`src/rtl/i2c_tgt_pkg.sv`:
```
package i2c_tgt_pkg;
  localparam int DATA_W  = 10;
  localparam int NUM_SRC = 4;
  localparam int VEC_W   = $clog2(NUM_SRC + 1);

  localparam logic [2:0] REG_CTRL = 3'd0;
  localparam logic [2:0] REG_OWN  = 3'd1;
  localparam logic [2:0] REG_MASK = 3'd2;
  localparam logic [2:0] REG_STAT = 3'd3;
  localparam logic [2:0] REG_VEC  = 3'd4;
  localparam logic [2:0] REG_RX   = 3'd5;
  localparam logic [2:0] REG_TX   = 3'd6;

  localparam int FL_ADDR = 0;
  localparam int FL_RX   = 1;
  localparam int FL_TX   = 2;
  localparam int FL_STOP = 3;

  typedef enum logic [3:0] {
    ST_IDLE, ST_ADDR, ST_ADDR_ACK, ST_ADDR2, ST_RX, ST_RX_ACK,
    ST_TX_LOAD, ST_TX, ST_TX_MACK, ST_WAIT
  } eng_state_t;
endpackage

```
`src/rtl/i2c_line_filter.sv`:
```
module i2c_line_filter #(
  parameter int SYNC_LEN = 2,
  parameter int FILT_LEN = 3
) (
  input  logic clk,
  input  logic rst,
  input  logic line_in,
  output logic line_out
);
  logic [SYNC_LEN-1:0] sync_q;
  logic [FILT_LEN-1:0] hist_q;

  always_ff @(posedge clk) begin
    if (rst) begin
      sync_q   <= '1;
      hist_q   <= '1;
      line_out <= 1'b1;
    end else begin
      sync_q <= {sync_q[SYNC_LEN-2:0], line_in};
      hist_q <= {hist_q[FILT_LEN-2:0], sync_q[SYNC_LEN-1]};
      if (&hist_q)       line_out <= 1'b1;
      else if (~|hist_q) line_out <= 1'b0;
    end
  end
endmodule

```
`src/rtl/i2c_bus_engine.sv`:
```
module i2c_bus_engine
  import i2c_tgt_pkg::*;
#(
  parameter int ADDR_W = 10
) (
  input  logic              clk,
  input  logic              rst,
  input  logic              run,
  input  logic              ten_bit,
  input  logic [ADDR_W-1:0] own_addr,
  input  logic              nack_once,
  input  logic              scl,
  input  logic              sda,
  input  logic              tx_full,
  input  logic [7:0]        tx_byte,
  output logic              sda_oe,
  output logic              scl_oe,
  output logic              ev_addr,
  output logic              ev_rx,
  output logic              ev_tx,
  output logic              ev_stop,
  output logic [7:0]        rx_byte,
  output logic              nack_used,
  output logic              tx_take
);
  localparam int CNT_W = 4;
  localparam logic [CNT_W-1:0] BYTE_BITS = CNT_W'(8);

  eng_state_t       state;
  logic [CNT_W-1:0] cnt;
  logic [7:0]       shreg;
  logic             scl_q, sda_q;
  logic             rw, hdr10, ten_ok, last_nack;
  logic             scl_rise, scl_fall, start_det, stop_det;

  assign scl_rise  = scl & ~scl_q;
  assign scl_fall  = ~scl & scl_q;
  assign start_det = scl & scl_q & sda_q & ~sda;
  assign stop_det  = scl & scl_q & ~sda_q & sda;

  always_ff @(posedge clk) begin
    if (rst) begin
      state <= ST_IDLE; cnt <= '0; shreg <= '0;
      scl_q <= 1'b1; sda_q <= 1'b1;
      rw <= 1'b0; hdr10 <= 1'b0; ten_ok <= 1'b0; last_nack <= 1'b0;
      sda_oe <= 1'b0; scl_oe <= 1'b0;
      ev_addr <= 1'b0; ev_rx <= 1'b0; ev_tx <= 1'b0; ev_stop <= 1'b0;
      rx_byte <= '0; nack_used <= 1'b0; tx_take <= 1'b0;
    end else begin
      scl_q <= scl;
      sda_q <= sda;
      ev_addr <= 1'b0; ev_rx <= 1'b0; ev_tx <= 1'b0; ev_stop <= 1'b0;
      nack_used <= 1'b0; tx_take <= 1'b0;
      if (!run) begin
        state <= ST_IDLE; sda_oe <= 1'b0; scl_oe <= 1'b0; ten_ok <= 1'b0;
      end else if (stop_det) begin
        state <= ST_IDLE; sda_oe <= 1'b0; scl_oe <= 1'b0; ten_ok <= 1'b0;
        ev_stop <= 1'b1;
      end else if (start_det) begin
        state <= ST_ADDR; cnt <= '0; sda_oe <= 1'b0; scl_oe <= 1'b0;
      end else begin
        unique case (state)
          ST_ADDR, ST_ADDR2: begin
            if (scl_rise) begin
              shreg <= {shreg[6:0], sda};
              cnt   <= cnt + 1'b1;
            end else if (scl_fall && cnt == BYTE_BITS) begin
              state <= ST_WAIT;
              if (state == ST_ADDR2) begin
                if (shreg == own_addr[7:0]) begin
                  sda_oe <= 1'b1; ev_addr <= 1'b1; ten_ok <= 1'b1;
                  hdr10 <= 1'b0; rw <= 1'b0; state <= ST_ADDR_ACK;
                end
              end else if (!ten_bit) begin
                hdr10 <= 1'b0;
                rw    <= shreg[0];
                if (shreg[7:1] == own_addr[6:0]) begin
                  sda_oe <= 1'b1; ev_addr <= 1'b1; state <= ST_ADDR_ACK;
                end
              end else if (shreg[7:3] == 5'b11110 && shreg[2:1] == own_addr[9:8]) begin
                rw <= shreg[0];
                if (!shreg[0]) begin
                  hdr10 <= 1'b1; ten_ok <= 1'b0; sda_oe <= 1'b1;
                  state <= ST_ADDR_ACK;
                end else if (ten_ok) begin
                  hdr10 <= 1'b0; sda_oe <= 1'b1; ev_addr <= 1'b1;
                  state <= ST_ADDR_ACK;
                end
              end else begin
                ten_ok <= 1'b0;
              end
            end
          end
          ST_ADDR_ACK: begin
            if (scl_fall) begin
              sda_oe <= 1'b0;
              cnt    <= '0;
              if (hdr10)   state <= ST_ADDR2;
              else if (rw) state <= ST_TX_LOAD;
              else         state <= ST_RX;
            end
          end
          ST_RX: begin
            if (scl_rise) begin
              shreg <= {shreg[6:0], sda};
              cnt   <= cnt + 1'b1;
            end else if (scl_fall && cnt == BYTE_BITS) begin
              rx_byte <= shreg;
              ev_rx   <= 1'b1;
              state   <= ST_RX_ACK;
              if (nack_once) begin
                nack_used <= 1'b1; last_nack <= 1'b1; sda_oe <= 1'b0;
              end else begin
                last_nack <= 1'b0; sda_oe <= 1'b1;
              end
            end
          end
          ST_RX_ACK: begin
            if (scl_fall) begin
              sda_oe <= 1'b0;
              cnt    <= '0;
              state  <= last_nack ? ST_WAIT : ST_RX;
            end
          end
          ST_TX_LOAD: begin
            if (tx_full) begin
              shreg   <= tx_byte;
              tx_take <= 1'b1;
              ev_tx   <= 1'b1;
              sda_oe  <= ~tx_byte[7];
              scl_oe  <= 1'b0;
              cnt     <= CNT_W'(1);
              state   <= ST_TX;
            end else begin
              scl_oe <= 1'b1;
            end
          end
          ST_TX: begin
            if (scl_fall) begin
              if (cnt == BYTE_BITS) begin
                sda_oe <= 1'b0;
                state  <= ST_TX_MACK;
              end else begin
                sda_oe <= ~shreg[6];
                shreg  <= {shreg[6:0], 1'b0};
                cnt    <= cnt + 1'b1;
              end
            end
          end
          ST_TX_MACK: begin
            if (scl_rise && sda) state <= ST_WAIT;
            else if (scl_fall)   state <= ST_TX_LOAD;
          end
          default: ;
        endcase
      end
    end
  end


  idle_hold_chk: assert property (@(posedge clk) disable iff (rst)
    !run |=> (!sda_oe && !scl_oe));

  start_release_chk: assert property (@(posedge clk) disable iff (rst)
    (run && start_det) |=> !sda_oe);

  stretch_sda_chk: assert property (@(posedge clk) disable iff (rst)
    scl_oe |-> !sda_oe);
endmodule

```
`src/rtl/i2c_host_regs.sv`:
```
module i2c_host_regs
  import i2c_tgt_pkg::*;
#(
  parameter int ADDR_W = 10
) (
  input  logic              clk,
  input  logic              rst,
  input  logic              reg_wr,
  input  logic              reg_rd,
  input  logic [2:0]        reg_addr,
  input  logic [DATA_W-1:0] reg_wdata,
  output logic [DATA_W-1:0] reg_rdata,
  output logic              irq,
  input  logic              ev_addr,
  input  logic              ev_rx,
  input  logic              ev_tx,
  input  logic              ev_stop,
  input  logic [7:0]        rx_byte,
  input  logic              nack_used,
  input  logic              tx_take,
  output logic              run,
  output logic              ten_bit,
  output logic [ADDR_W-1:0] own_addr,
  output logic              nack_once,
  output logic              tx_full,
  output logic [7:0]        tx_byte
);
  logic [NUM_SRC-1:0] flags, imask, set_v, clr_v, pend;
  logic [VEC_W-1:0]   vec_code;
  logic [7:0]         rx_q;
  logic               wr_ctrl, wr_stat, rd_vec;

  assign wr_ctrl = reg_wr && reg_addr == REG_CTRL;
  assign wr_stat = reg_wr && reg_addr == REG_STAT;
  assign rd_vec  = reg_rd && reg_addr == REG_VEC;
  assign pend    = flags & imask;

  always_comb begin
    set_v          = '0;
    set_v[FL_ADDR] = ev_addr;
    set_v[FL_RX]   = ev_rx;
    set_v[FL_TX]   = ev_tx;
    set_v[FL_STOP] = ev_stop;
  end

  always_comb begin
    vec_code = '0;
    for (int i = NUM_SRC - 1; i >= 0; i--)
      if (pend[i]) vec_code = VEC_W'(i + 1);
  end

  always_comb begin
    clr_v = '0;
    if (wr_stat) clr_v = reg_wdata[NUM_SRC-1:0];
    if (rd_vec && vec_code != '0) clr_v[vec_code - 1'b1] = 1'b1;
  end

  always_ff @(posedge clk) begin
    if (rst) begin
      flags <= '0; imask <= '0; rx_q <= '0; irq <= 1'b0;
      run <= 1'b0; ten_bit <= 1'b0; own_addr <= '0; nack_once <= 1'b0;
      tx_full <= 1'b0; tx_byte <= '0; reg_rdata <= '0;
    end else begin
      flags <= (flags & ~clr_v) | set_v;
      irq   <= |pend;
      if (ev_rx) rx_q <= rx_byte;
      if (wr_ctrl) begin
        run       <= reg_wdata[0];
        nack_once <= reg_wdata[2];
        if (!run) ten_bit <= reg_wdata[1];
      end else if (nack_used) begin
        nack_once <= 1'b0;
      end
      if (reg_wr && reg_addr == REG_OWN && !run) own_addr <= reg_wdata[ADDR_W-1:0];
      if (reg_wr && reg_addr == REG_MASK) imask <= reg_wdata[NUM_SRC-1:0];
      if (reg_wr && reg_addr == REG_TX) begin
        tx_byte <= reg_wdata[7:0];
        tx_full <= 1'b1;
      end else if (tx_take) begin
        tx_full <= 1'b0;
      end
      if (reg_rd) begin
        unique case (reg_addr)
          REG_CTRL: reg_rdata <= DATA_W'({nack_once, ten_bit, run});
          REG_OWN:  reg_rdata <= DATA_W'(own_addr);
          REG_MASK: reg_rdata <= DATA_W'(imask);
          REG_STAT: reg_rdata <= DATA_W'(flags);
          REG_VEC:  reg_rdata <= DATA_W'(vec_code);
          REG_RX:   reg_rdata <= DATA_W'(rx_q);
          REG_TX:   reg_rdata <= DATA_W'({tx_full, tx_byte});
          default:  reg_rdata <= '0;
        endcase
      end
    end
  end


  w1c_rx_chk: assert property (@(posedge clk) disable iff (rst)
    (wr_stat && reg_wdata[FL_RX] && !ev_rx) |=> !flags[FL_RX]);

  mask_zero_chk: assert property (@(posedge clk) disable iff (rst)
    (imask == '0 && $stable(imask)) |=> !irq);

  nack_once_clr_chk: assert property (@(posedge clk) disable iff (rst)
    (nack_used && !wr_ctrl) |=> !nack_once);

  vec_zero_chk: assert property (@(posedge clk) disable iff (rst)
    (rd_vec && pend == '0) |=> reg_rdata == '0);
endmodule

```
`src/rtl/i2c_target_ctrl.sv`:
```
module i2c_target_ctrl
  import i2c_tgt_pkg::*;
#(
  parameter int ADDR_W   = 10,
  parameter int SYNC_LEN = 2,
  parameter int FILT_LEN = 3
) (
  input  logic              clk,
  input  logic              rst,
  input  logic              scl_in,
  input  logic              sda_in,
  output logic              scl_oe,
  output logic              sda_oe,
  input  logic              reg_wr,
  input  logic              reg_rd,
  input  logic [2:0]        reg_addr,
  input  logic [DATA_W-1:0] reg_wdata,
  output logic [DATA_W-1:0] reg_rdata,
  output logic              irq
);
  localparam int N_LINES = 2;

  logic [N_LINES-1:0] raw_lines, clean_lines;
  logic run, ten_bit, nack_once, tx_full, nack_used, tx_take;
  logic ev_addr, ev_rx, ev_tx, ev_stop;
  logic [ADDR_W-1:0] own_addr;
  logic [7:0] tx_byte, rx_byte;

  assign raw_lines = {scl_in, sda_in};

  for (genvar g = 0; g < N_LINES; g++) begin : g_filt
    i2c_line_filter #(.SYNC_LEN(SYNC_LEN), .FILT_LEN(FILT_LEN)) u_filt (
      .clk(clk), .rst(rst), .line_in(raw_lines[g]), .line_out(clean_lines[g])
    );
  end

  i2c_bus_engine #(.ADDR_W(ADDR_W)) u_engine (
    .clk(clk), .rst(rst), .run(run), .ten_bit(ten_bit), .own_addr(own_addr),
    .nack_once(nack_once), .scl(clean_lines[1]), .sda(clean_lines[0]),
    .tx_full(tx_full), .tx_byte(tx_byte), .sda_oe(sda_oe), .scl_oe(scl_oe),
    .ev_addr(ev_addr), .ev_rx(ev_rx), .ev_tx(ev_tx), .ev_stop(ev_stop),
    .rx_byte(rx_byte), .nack_used(nack_used), .tx_take(tx_take)
  );

  i2c_host_regs #(.ADDR_W(ADDR_W)) u_regs (
    .clk(clk), .rst(rst), .reg_wr(reg_wr), .reg_rd(reg_rd), .reg_addr(reg_addr),
    .reg_wdata(reg_wdata), .reg_rdata(reg_rdata), .irq(irq),
    .ev_addr(ev_addr), .ev_rx(ev_rx), .ev_tx(ev_tx), .ev_stop(ev_stop),
    .rx_byte(rx_byte), .nack_used(nack_used), .tx_take(tx_take),
    .run(run), .ten_bit(ten_bit), .own_addr(own_addr), .nack_once(nack_once),
    .tx_full(tx_full), .tx_byte(tx_byte)
  );
endmodule

```
`config.mk`:
```
export PLATFORM = sky130hd
export DESIGN_NAME = i2c_target_ctrl
export DESIGN_NICKNAME = d
export VERILOG_FILES = /design/src/rtl/i2c_tgt_pkg.sv /design/src/rtl/i2c_line_filter.sv /design/src/rtl/i2c_bus_engine.sv /design/src/rtl/i2c_host_regs.sv /design/src/rtl/i2c_target_ctrl.sv
export SDC_FILE = /design/constraint.sdc
export NUM_CORES = 1
export LEC_CHECK = 0
export BUFFER_PORTS_ARGS = -buffer_cell sky130_fd_sc_hd__buf_2
export CORE_UTILIZATION = 35
export DETAILED_ROUTE_END_ITERATION = 12
export PLACE_DENSITY = 0.54
export SLEW_MARGIN = 10
export SYNTH_ARGS = -nofsm -noshare
export SYNTH_HDL_FRONTEND = slang
export SYNTH_HIERARCHICAL = 1
export SYNTH_SLANG_ARGS = --single-unit
```
`constraint.sdc`:
```
create_clock -name clk -period 6.34 [get_ports clk]
set_input_delay 0.951 -clock clk [delete_from_list [all_inputs] [get_ports clk]]
set_output_delay 0.951 -clock clk [all_outputs]
set_load 0.02 [all_outputs]
```
==> impl_metrics.py, run 1 <==
metrics = {
    "run_status": {
        "status": "finished clean",
    },
    "clock_network": {
        "cts_resized": 0,
        "holdBufCountCts": 0,
        "cts_max_path_buffers": 2,
        "cts_inserted_buffers": 9,
        "cts.sinks": 98,
        "path_clk_slew_ns": 0.07,
        "clk_latency_ns": 0.35,
        "root_buffer": "clkbuf_16",
        "cts_tree": "built",
        "h-tree-depth": 3,
        "cts_setup_buffers": 0,
    },
    "global_route": {
        "first_global_vias": 3792,
        "overflow": 0,
        "grt_busiest_layer": "met2",
        "antenna_found_initial": 0,
        "grtUsageTotal_pct": 18.1,
        "grtUsageMet1_pct": 23.1,
        "grt_pass1_wl_mm": 19.9,
        "grt_max_degree": 88,
        "globalRouteMet3Util_pct": 4.13,
        "globalRouteMet2Util_pct": 29.1,
    },
    "logic_synthesis": {
        "synthCells": 558,
        "seq_area_frac_synth_pct": 40.3,
        "syn_avg_cell_area_sq_um": 8.73,
        "yosys.cell_types.count": 70,
        "synth_top_area_cell": "dfxtp_1",
        "synth_ff_type": "dfxtp_1",
        "synth.area.top_cells": "dfxtp_1, mux2i_1, nor2_1",
        "ys_ff_latch": 98,
        "ys_warn_count": 6,
        "synth_fp_nets": 579,
        "yosysTopAreaCellShare_pct": 40.3,
        "synthArstFlopShare_pct": 0,
        "synth.top_cells.by_count": "dfxtp_1, nor2_1, mux2i_1",
        "synth_edf_count": 0,
        "yosys.cell_count.top_type": "dfxtp_1",
        "syn_area_sq_um": 4870,
    },
    "route": {
        "drt_iter0_drc": 325,
        "drtPass1Iterations": 5,
        "wl_per_cell_um": 16.8,
        "drt-total-wl_mm": 12.5,
        "vias": 4076,
        "drc_errors": 0,
        "routed_via_density": 5.49,
        "antenna_left": 0,
    },
    "pwr": {
        "switchingPower_uw": 289,
        "p_seq_share_pct": 48.8,
        "p_per_area_nw_per_um2": 240,
        "ir_drop_v": 0.000150,
        "pwr-share-clk_pct": 46.5,
        "leakage_nw": 2.10,
        "comb_power_share_pct": 4.7,
        "p_int_mw": 1.00,
        "p_sw_share_pct": 22.4,
    },
    "place": {
        "hpwlAfterDp_mm": 8.73,
        "port-buffer-count": 31,
        "gp_congestion": 0.920,
    },
    "die": {
        "start_util_pct": 36.3,
        "die_y_um": 120,
        "die_x_um": 120,
        "num_rows": 42,
        "core-area_sq_um": 13400,
        "die_area_sq_um": 14400,
        "num_io_pins": 32,
    },
    "timing": {
        "period_needed_ns": 3.13,
        "slew_headroom_pct": 41.7,
        "finalSetupViolCount": 0,
        "fmax_ghz": 0.319,
        "finalCritPeriodShare_pct": 49.4,
        "rsz0062_at_grt": "false",
        "finClkSkew_ns": 0.00614,
        "tns_ns": 0,
        "hold_viol_final": 0,
        "slew_violations": 0,
        "tightest_slew_ns": 0.875,
    },
    "final_layout": {
        "area_growth_pct": 10.4,
        "final_util_pct": 40.1,
        "nFillCells": 1328,
        "drive_above_1_share_pct": 12.5,
        "layout.nets": 582,
        "num_antenna_cells": 0,
    },
    "min_path": {
        "hold_path_class": "register to register",
        "min_delay_path_depth": 1,
        "holdPathEnd": "g_filt[0].u_filt/hist_q[0]$_SDFF_PP1_",
        "hp-start": "g_filt[0].u_filt/sync_q[1]$_SDFF_PP1_",
    },
    "setup_path": {
        "path_class": "register to register",
        "startpoint_type": "register",
        "setup.worst_path.end_class": "register",
        "r2r-start": "u_engine/state[3]$_SDFFE_PP0P_",
        "cp_max_fo": 28,
        "cp.arrival_ns": 3.39,
        "worst_r2r_path_depth": 6,
        "r2r_setup_slack_ns": 3.21,
        "timing.rr.end": "u_engine/shreg[0]$_SDFFE_PP0P_",
        "critical_path_required_ns": 6.60,
    },
    "flow_run": {
        "drv_cap": 0,
    },
}
==> worst max-delay path by stage <==
stage	start	endpoint	slack [ns]	cells after the start
after floorplan	reg_addr[1]	u_regs/own_addr[6]$_SDFFE_PP0P_	4.18	6
after global placement	u_engine/state[3]$_SDFFE_PP0P_	u_engine/shreg[0]$_SDFFE_PP0P_	3.31	6
after detailed placement	u_engine/state[3]$_SDFFE_PP0P_	u_engine/shreg[0]$_SDFFE_PP0P_	3.26	6
after CTS	u_engine/state[3]$_SDFFE_PP0P_	u_engine/shreg[0]$_SDFFE_PP0P_	3.23	6
after global routing	u_engine/state[3]$_SDFFE_PP0P_	u_engine/shreg[3]$_SDFFE_PP0P_	2.87	6
final	u_engine/state[3]$_SDFFE_PP0P_	u_engine/shreg[0]$_SDFFE_PP0P_	3.21	6
==> state kept, by name, indices dropped and copies added (netlist names), 2 cells and up <==
name and cells:
g_filt.u_filt/sync_q 4, u_regs/imask 4, u_regs/rx_q 8, u_regs/flags 4
u_regs/own_addr 10, u_engine/state 4, g_filt.u_filt/line_out 2, u_engine/cnt 4
u_regs/reg_rdata 10, u_engine/shreg 8, u_regs/tx_byte 8, u_engine/rx_byte 8
g_filt.u_filt/hist_q 6
==> routing by layer <==
layer	wire (um)	vias up
li1	-	1990
met2	5840	104
met1	5730	1962
met4	285	0
met3	599	20
met5	0	-
==> layout by cell type (no fill, tap or decap), types with 4 or more instances in the layout <==
| cell type | Yosys | final |
|---|---|---|
| nand2_1 | 48 | 48 |
| a22oi_1 | 4 | 4 |
| xor2_1 | 18 | 18 |
| nand2b_1 | 10 | 10 |
| inv_1 | 11 | 11 |
| nand3_1 | 11 | 11 |
| and2_1 | 4 | 4 |
| a31oi_1 | 8 | 8 |
| nor3_1 | 11 | 11 |
| or2_1 | 6 | 6 |
| buf_2 | 8 | 31 |
| nand3b_1 | 7 | 7 |
| o21ai_0 | 11 | 11 |
| clkbuf_16 | 0 | 9 |
| nor2_1 | 76 | 76 |
| or2_2 | 5 | 5 |
| dfxtp_1 | 98 | 98 |
| nand4b_1 | 6 | 6 |
| a21oi_1 | 41 | 41 |
| o2bb2ai_1 | 5 | 5 |
| nor4_1 | 6 | 6 |
| nor2b_1 | 4 | 4 |
| mux2i_1 | 53 | 53 |
| a211oi_1 | 12 | 12 |
==> through the flow <==
stage / hold slack [ns] / worst slack [ns] / instance area (sq um) / cells / power [mW]
CTS: 0.406 / 3.23 / 5380 / 742 / 1.31
finish: 0.405 / 3.21 / 5380 / 742 / 1.29
global route: 0.423 / 2.87 / 5380 / 742 / 1.34
floorplan: 0.383 / 4.18 / 4870 / 558 / 0.683
detailed placement: 0.391 / 3.26 / 5050 / 726 / 0.704
global placement: 0.389 / 3.31 / 5050 / 726 / 0.703
==> power by group through the flow <==
stage	clock network [mW]	logic, mW	registers, mW
6_report	0.599	0.0612	0.629
3_5_place_dp	0	0.0605	0.643
5_1_grt	0.641	0.0666	0.630
2_1_floorplan	0	0.0416	0.641
3_3_place_gp	0	0.0601	0.643
4_1_cts	0.618	0.0608	0.629
==> cell type report <==
class	count	area, sq um	area share, %
clock buffer	10	239	4.44
tap	176	220	4.09
timing repair buffer	32	163	3.02
inverter	12	45.0	0.838
clock inverter	6	88.8	1.65
multi-input combinational	408	2660	49.5
sequential	98	1960	36.5
==> critical path, cell delays in order, from the launching register on <==
cell and delay [ns]:
dfxtp_1 0.83, nand4bb_1 0.59, o22ai_2 0.18, or3_4 0.37, nor4_4 0.75, nor2_1 0.08
a311oi_1 0.25
==> kinds of logic (layout without fill, tap and decap cells) <==
| logic type | count (synthesis) | after routing | synth area share [%] |
|---|---|---|---|
| DFF | 98 | 98 | 40.3 |
| adders and majority gates | 2 | 2 | 0.514 |
| and+or+nand+nor | 221 | 221 | 23.9 |
| buffers and inverters | 52 | 60 | 5.09 |
| AOI/OAI and AO/OA | 114 | 114 | 16.0 |
| xor gates and xnor gates | 18 | 18 | 3.24 |
| muxes | 53 | 53 | 10.9 |
Power figures use the tool's default switching activity.
==> inputs of run 2 (changes only) <==
- PLACE_DENSITY: 0.54 -> 0.56
- clock period: 6.34 -> 2.5 ns (I/O delays scaled with it)
==> run 2 against run 1 <==
Sequential share of layout area fell by 0.83 points. Sequential cell count did not move. Final cell count rose by 1.9%. Via count fell by 0.86%. Power rose to 2.6 times the previous value. Critical path depth did not move. Largest cell class unchanged. Largest power group unchanged.
==> impl_metrics.py, run 2 (synthesis results as in run 1) <==
metrics = {
    "final_layout": {
        "area_growth_pct": 13.0,
        "drive_above_1_share_pct": 14.7,
        "largestRegisters": "u_regs/own_addr: 10 flops, u_regs/reg_rdata: 10 flops",
        "num_antenna_cells": 0,
        "layout.nets": 596,
        "final_cell_mix": "dfxtp_1, nor2_1, mux2i_1",
        "nFillCells": 1361,
        "final_common_cell": "dfxtp_1",
        "multi_input_area_sq_um": 2660,
        "final_cells": 756,
        "layout.area.seq_sq_um": 1960,
    },
    "clock_network": {
        "holdBufCountCts": 0,
        "clk_latency_ns": 0.35,
        "path_clk_slew_ns": 0.07,
        "cts_tree": "built",
        "cts_setup_buffers": 0,
        "cts.sinks": 98,
        "root_buffer": "clkbuf_16",
        "cts_resized": 0,
        "cts_inserted_buffers": 9,
        "cts_max_path_buffers": 2,
        "h-tree-depth": 3,
    },
    "timing": {
        "finClkSkew_ns": 0.00826,
        "finalHoldWorstSlack_ns": 0.200,
        "rsz0062_at_grt": "false",
        "fmax_ghz": 0.441,
        "finalCritPeriodShare_pct": 90.7,
        "finalSetupViolCount": 0,
        "tightest_slew_ns": 0.696,
        "slew_violations": 0,
        "hold_viol_final": 0,
        "period_needed_ns": 2.27,
        "slew_headroom_pct": 53.5,
        "tns_ns": 0,
    },
    "setup_path": {
        "max_stage_delay_ns": 0.57,
        "worstPathCellList": "nand2_1 -> nor4_2 -> o21ai_0 -> nor3_1 -> o21ai_0 -> a32o_1",
        "cp_slowest_cell": "nor4_2",
        "crit_top_cell": "o21ai_0",
        "startpoint_type": "register",
        "cp.arrival_ns": 2.51,
        "cp_max_fo": 7,
        "path_class": "register to register",
        "critical_path_required_ns": 2.75,
        "setup.worst_path.end_class": "register",
    },
    "die": {
        "num_rows": 42,
        "die_y_um": 120,
        "core-area_sq_um": 13400,
        "die_area_sq_um": 14400,
        "die_x_um": 120,
        "start_util_pct": 36.3,
        "num_io_pins": 32,
    },
    "global_route": {
        "grtUsageTotal_pct": 18.9,
        "grt_max_degree": 88,
        "antenna_found_initial": 0,
        "overflow": 0,
        "first_global_vias": 3973,
        "grt_pass1_wl_mm": 20.9,
    },
    "route": {
        "drt_iter0_drc": 245,
        "vias": 4041,
        "antenna_left": 0,
        "drc_errors": 0,
        "drt-total-wl_mm": 12.9,
        "wl_per_cell_um": 17.0,
        "routed_via_density": 5.35,
        "drtPass1Iterations": 4,
    },
    "pwr": {
        "ir_drop_v": 0.000290,
        "power_mw": 3.32,
        "p_per_area_nw_per_um2": 603,
        "leakage_nw": 2.18,
    },
    "place": {
        "place_inst": 740,
        "port-buffer-count": 31,
        "gp_congestion": 0.849,
        "hpwlAfterDp_mm": 9.04,
    },
    "flow_run": {
        "drv_cap": 0,
    },
    "min_path": {
        "hold_path_class": "primary input to register",
    },
    "run_status": {
        "status": "finished clean",
    },
}
run 2: where the power goes:
| part | total (mW) | internal [mW] | switching [mW] | leakage, nW |
|---|---|---|---|---|
| clock | 1.56 | 0.938 | 0.627 | 0.167 |
| combinational | 0.162 | 0.0576 | 0.105 | 1.23 |
| sequential | 1.59 | 1.58 | 0.0154 | 0.792 |
run 2: path summary, 6_finish.rpt:
path	cells after the start	startpoint	slack [ns]	end
max reg2reg	6	u_engine/shreg[6]$_SDFFE_PP0P_	0.23	u_engine/hdr10$_SDFFE_PP0P_
min	2	sda_in	0.20	g_filt[0].u_filt/sync_q[0]$_SDFF_PP1_
min reg2reg	1	g_filt[0].u_filt/sync_q[0]$_SDFF_PP1_	0.40	g_filt[0].u_filt/sync_q[1]$_SDFF_PP1_
max	6	u_engine/shreg[6]$_SDFFE_PP0P_	0.23	u_engine/hdr10$_SDFFE_PP0P_
run 2: worst max-delay path: cells and delay by family, from the launching register on:
family | cells | cell delay (ns)
AND/OR/NAND/NOR | 3 | 1.01
AO/OA/AOI/OAI | 3 | 0.63
flip-flops | 1 | 0.52
run 2: routing by layer:
metal | vias up | wire length (um) | track usage [%]
met5 | - | 0 | 0
li1 | 2016 | - | -
met4 | 0 | 414 | 8.83
met1 | 1900 | 5940 | 24.1
met3 | 28 | 588 | 4.13
met2 | 97 | 5910 | 30.2
run 2: metrics by stage:
stage               setup WS [ns]  cell area [sq um]  util [%]
global placement            0.302               5170      38.6
CTS                         0.268               5500      41.1
global route               0.0211               5500      41.1
finish                      0.232               5500      41.1
floorplan                   0.480               4870         -
detailed placement          0.290               5170      38.6
run 2: area by class of cell:
type	instances	area share, %
Tap cell	176	4.00
Clock buffer	11	4.59
Inverter	12	0.819
Multi-Input combinational cell	408	48.3
Timing Repair Buffer	46	5.09
Sequential cell	98	35.7
Clock inverter	5	1.50
==> inputs of run 3 (changes only) <==
- clock period: 2.5 -> 2 ns (I/O delays scaled with it)
==> run 3 against run 2 <==
Sequential power is 25% higher. First-iteration DRC count is 8.6% higher. Die area stayed put. Setup slack worse by 0.17 ns. Cell area is 8.5% higher. Register-to-register slack worse by 0.17 ns. Critical path type unchanged. Largest cell class unchanged.
==> impl_metrics.py, run 3 (synthesis results as in run 1) <==
metrics = {
    "clock_network": {
        "clk_latency_ns": 0.35,
        "holdBufCountCts": 0,
        "cts_tree": "built",
        "cts_max_path_buffers": 2,
        "root_buffer": "clkbuf_16",
        "path_clk_slew_ns": 0.07,
        "h-tree-depth": 3,
        "cts_inserted_buffers": 9,
        "cts.sinks": 98,
    },
    "global_route": {
        "antenna_found_initial": 0,
        "overflow": 0,
        "first_global_vias": 4006,
        "grt_max_degree": 80,
        "grt_pass1_wl_mm": 21.3,
        "grtUsageTotal_pct": 19.0,
    },
    "run_status": {
        "status": "finished clean",
    },
    "timing": {
        "hold_viol_final": 0,
        "finalSetupViolCount": 0,
        "period_needed_ns": 1.94,
        "fmax_ghz": 0.517,
        "finalCritPeriodShare_pct": 96.8,
        "slew_headroom_pct": 51.0,
        "finalHoldWorstSlack_ns": 0.126,
        "rsz0062_at_grt": "true",
        "finClkSkew_ns": 0.00826,
        "slew_violations": 0,
        "tightest_slew_ns": 0.733,
    },
    "flow_run": {
        "drv_cap": 0,
    },
    "die": {
        "die_area_sq_um": 14400,
        "core-area_sq_um": 13400,
        "die_x_um": 120,
        "die_y_um": 120,
        "num_io_pins": 32,
        "num_rows": 42,
        "start_util_pct": 36.3,
    },
    "setup_path": {
        "setup.worst_path.end_class": "register",
        "cpLargestDelayFamily": "compound AO/OA/AOI/OAI gates",
        "cp_slowest_cell": "and4bb_2",
        "critPathBufInv": 1,
        "max_stage_delay_ns": 0.38,
        "startpoint_type": "register",
        "cp_max_fo": 6,
        "cp.arrival_ns": 2.19,
        "critical_path_required_ns": 2.26,
        "path_class": "register to register",
        "worstPathCellList": "buf_4 -> and4bb_2 -> a21boi_2 -> o211a_1 -> nor2_1 -> a311oi_1",
    },
    "final_layout": {
        "nFillCells": 1340,
        "largestRegisters": "u_regs/own_addr: 10 flops, u_regs/reg_rdata: 10 flops",
        "layout.area.seq_sq_um": 1980,
        "final_cell_mix": "dfxtp_1, nor2_1, buf_4",
        "layout.nets": 643,
        "multi_input_area_sq_um": 2790,
        "final_common_cell": "dfxtp_1",
        "drive_above_1_share_pct": 25.0,
        "area_growth_pct": 22.6,
        "num_antenna_cells": 0,
    },
    "place": {
        "hpwlAfterDp_mm": 9.28,
        "port-buffer-count": 31,
        "gp_congestion": 0.852,
    },
    "route": {
        "routed_via_density": 5.33,
        "vias": 4278,
        "drt_iter0_drc": 266,
        "wl_per_cell_um": 16.5,
        "drtPass1Iterations": 5,
        "drt-total-wl_mm": 13.3,
        "drc_errors": 0,
        "antenna_left": 0,
    },
    "pwr": {
        "leakage_nw": 2.41,
        "power_mw": 3.89,
        "p_per_area_nw_per_um2": 652,
        "ir_drop_v": 0.000431,
    },
    "min_path": {
        "hold_path_class": "primary input to register",
    },
}
==> run 3: routing by layer <==
layer,track usage [%],vias to the layer above,wire length [um]
met5,0,-,0
met4,7.66,0,309
met3,4.04,21,589
met2,29.8,112,6040
met1,25.2,2031,6330
li1,-,2114,-
==> run 3: final cells by class <==
| cell class | count | area share, % |
|---|---|---|
| Inverter | 12 | 0.755 |
| Multi-Input combinational cell | 408 | 46.7 |
| Timing Repair Buffer | 93 | 10.9 |
| Tap cell | 176 | 3.69 |
| Clock inverter | 3 | 0.398 |
| Sequential cell | 98 | 33.2 |
| Clock buffer | 13 | 4.36 |
==> run 3: power by group <==
group	total [mW]	internal [mW]	switching, mW
combinational	0.220	0.0814	0.138
clock	1.69	0.916	0.770
sequential	1.98	1.97	0.0165
==> run 3: worst paths after layout <==
check / startpoint / end / slack [ns] / cells after the start
worst max register to register: u_engine/state[2]$_SDFFE_PP0P_ / u_engine/state[3]$_SDFFE_PP0P_ / 0.06 / 6
worst min-delay path: sda_in / g_filt[0].u_filt/sync_q[0]$_SDFF_PP1_ / 0.13 / 2
worst max-delay path: u_engine/state[2]$_SDFFE_PP0P_ / u_engine/state[3]$_SDFFE_PP0P_ / 0.06 / 6
worst min register to register: g_filt[0].u_filt/sync_q[0]$_SDFF_PP1_ / g_filt[0].u_filt/sync_q[1]$_SDFF_PP1_ / 0.40 / 1
==> run 3: per-stage QoR <==
stage | setup WS, ns | std cells | setup TNS [ns] | area (sq um) | util (%)
global route | -0.0165 | 803 | -0.0438 | 5970 | 44.5
detailed placement | -0.108 | 779 | -0.335 | 5460 | 40.7
finish | 0.0642 | 803 | 0 | 5970 | 44.5
global placement | -0.0652 | 779 | -0.200 | 5460 | 40.7
floorplan | 0.102 | 558 | 0 | 4870 | -
CTS | 0.0129 | 795 | 0 | 5780 | 43.1
==> run 3: timing repair <==
action | CTS | global route
gates cloned | 0 | 1
resized for setup | 8 | 36
pin swaps | 1 | 5
buffers inserted | 0 | 7
setup endpoints to repair | 13 | 18
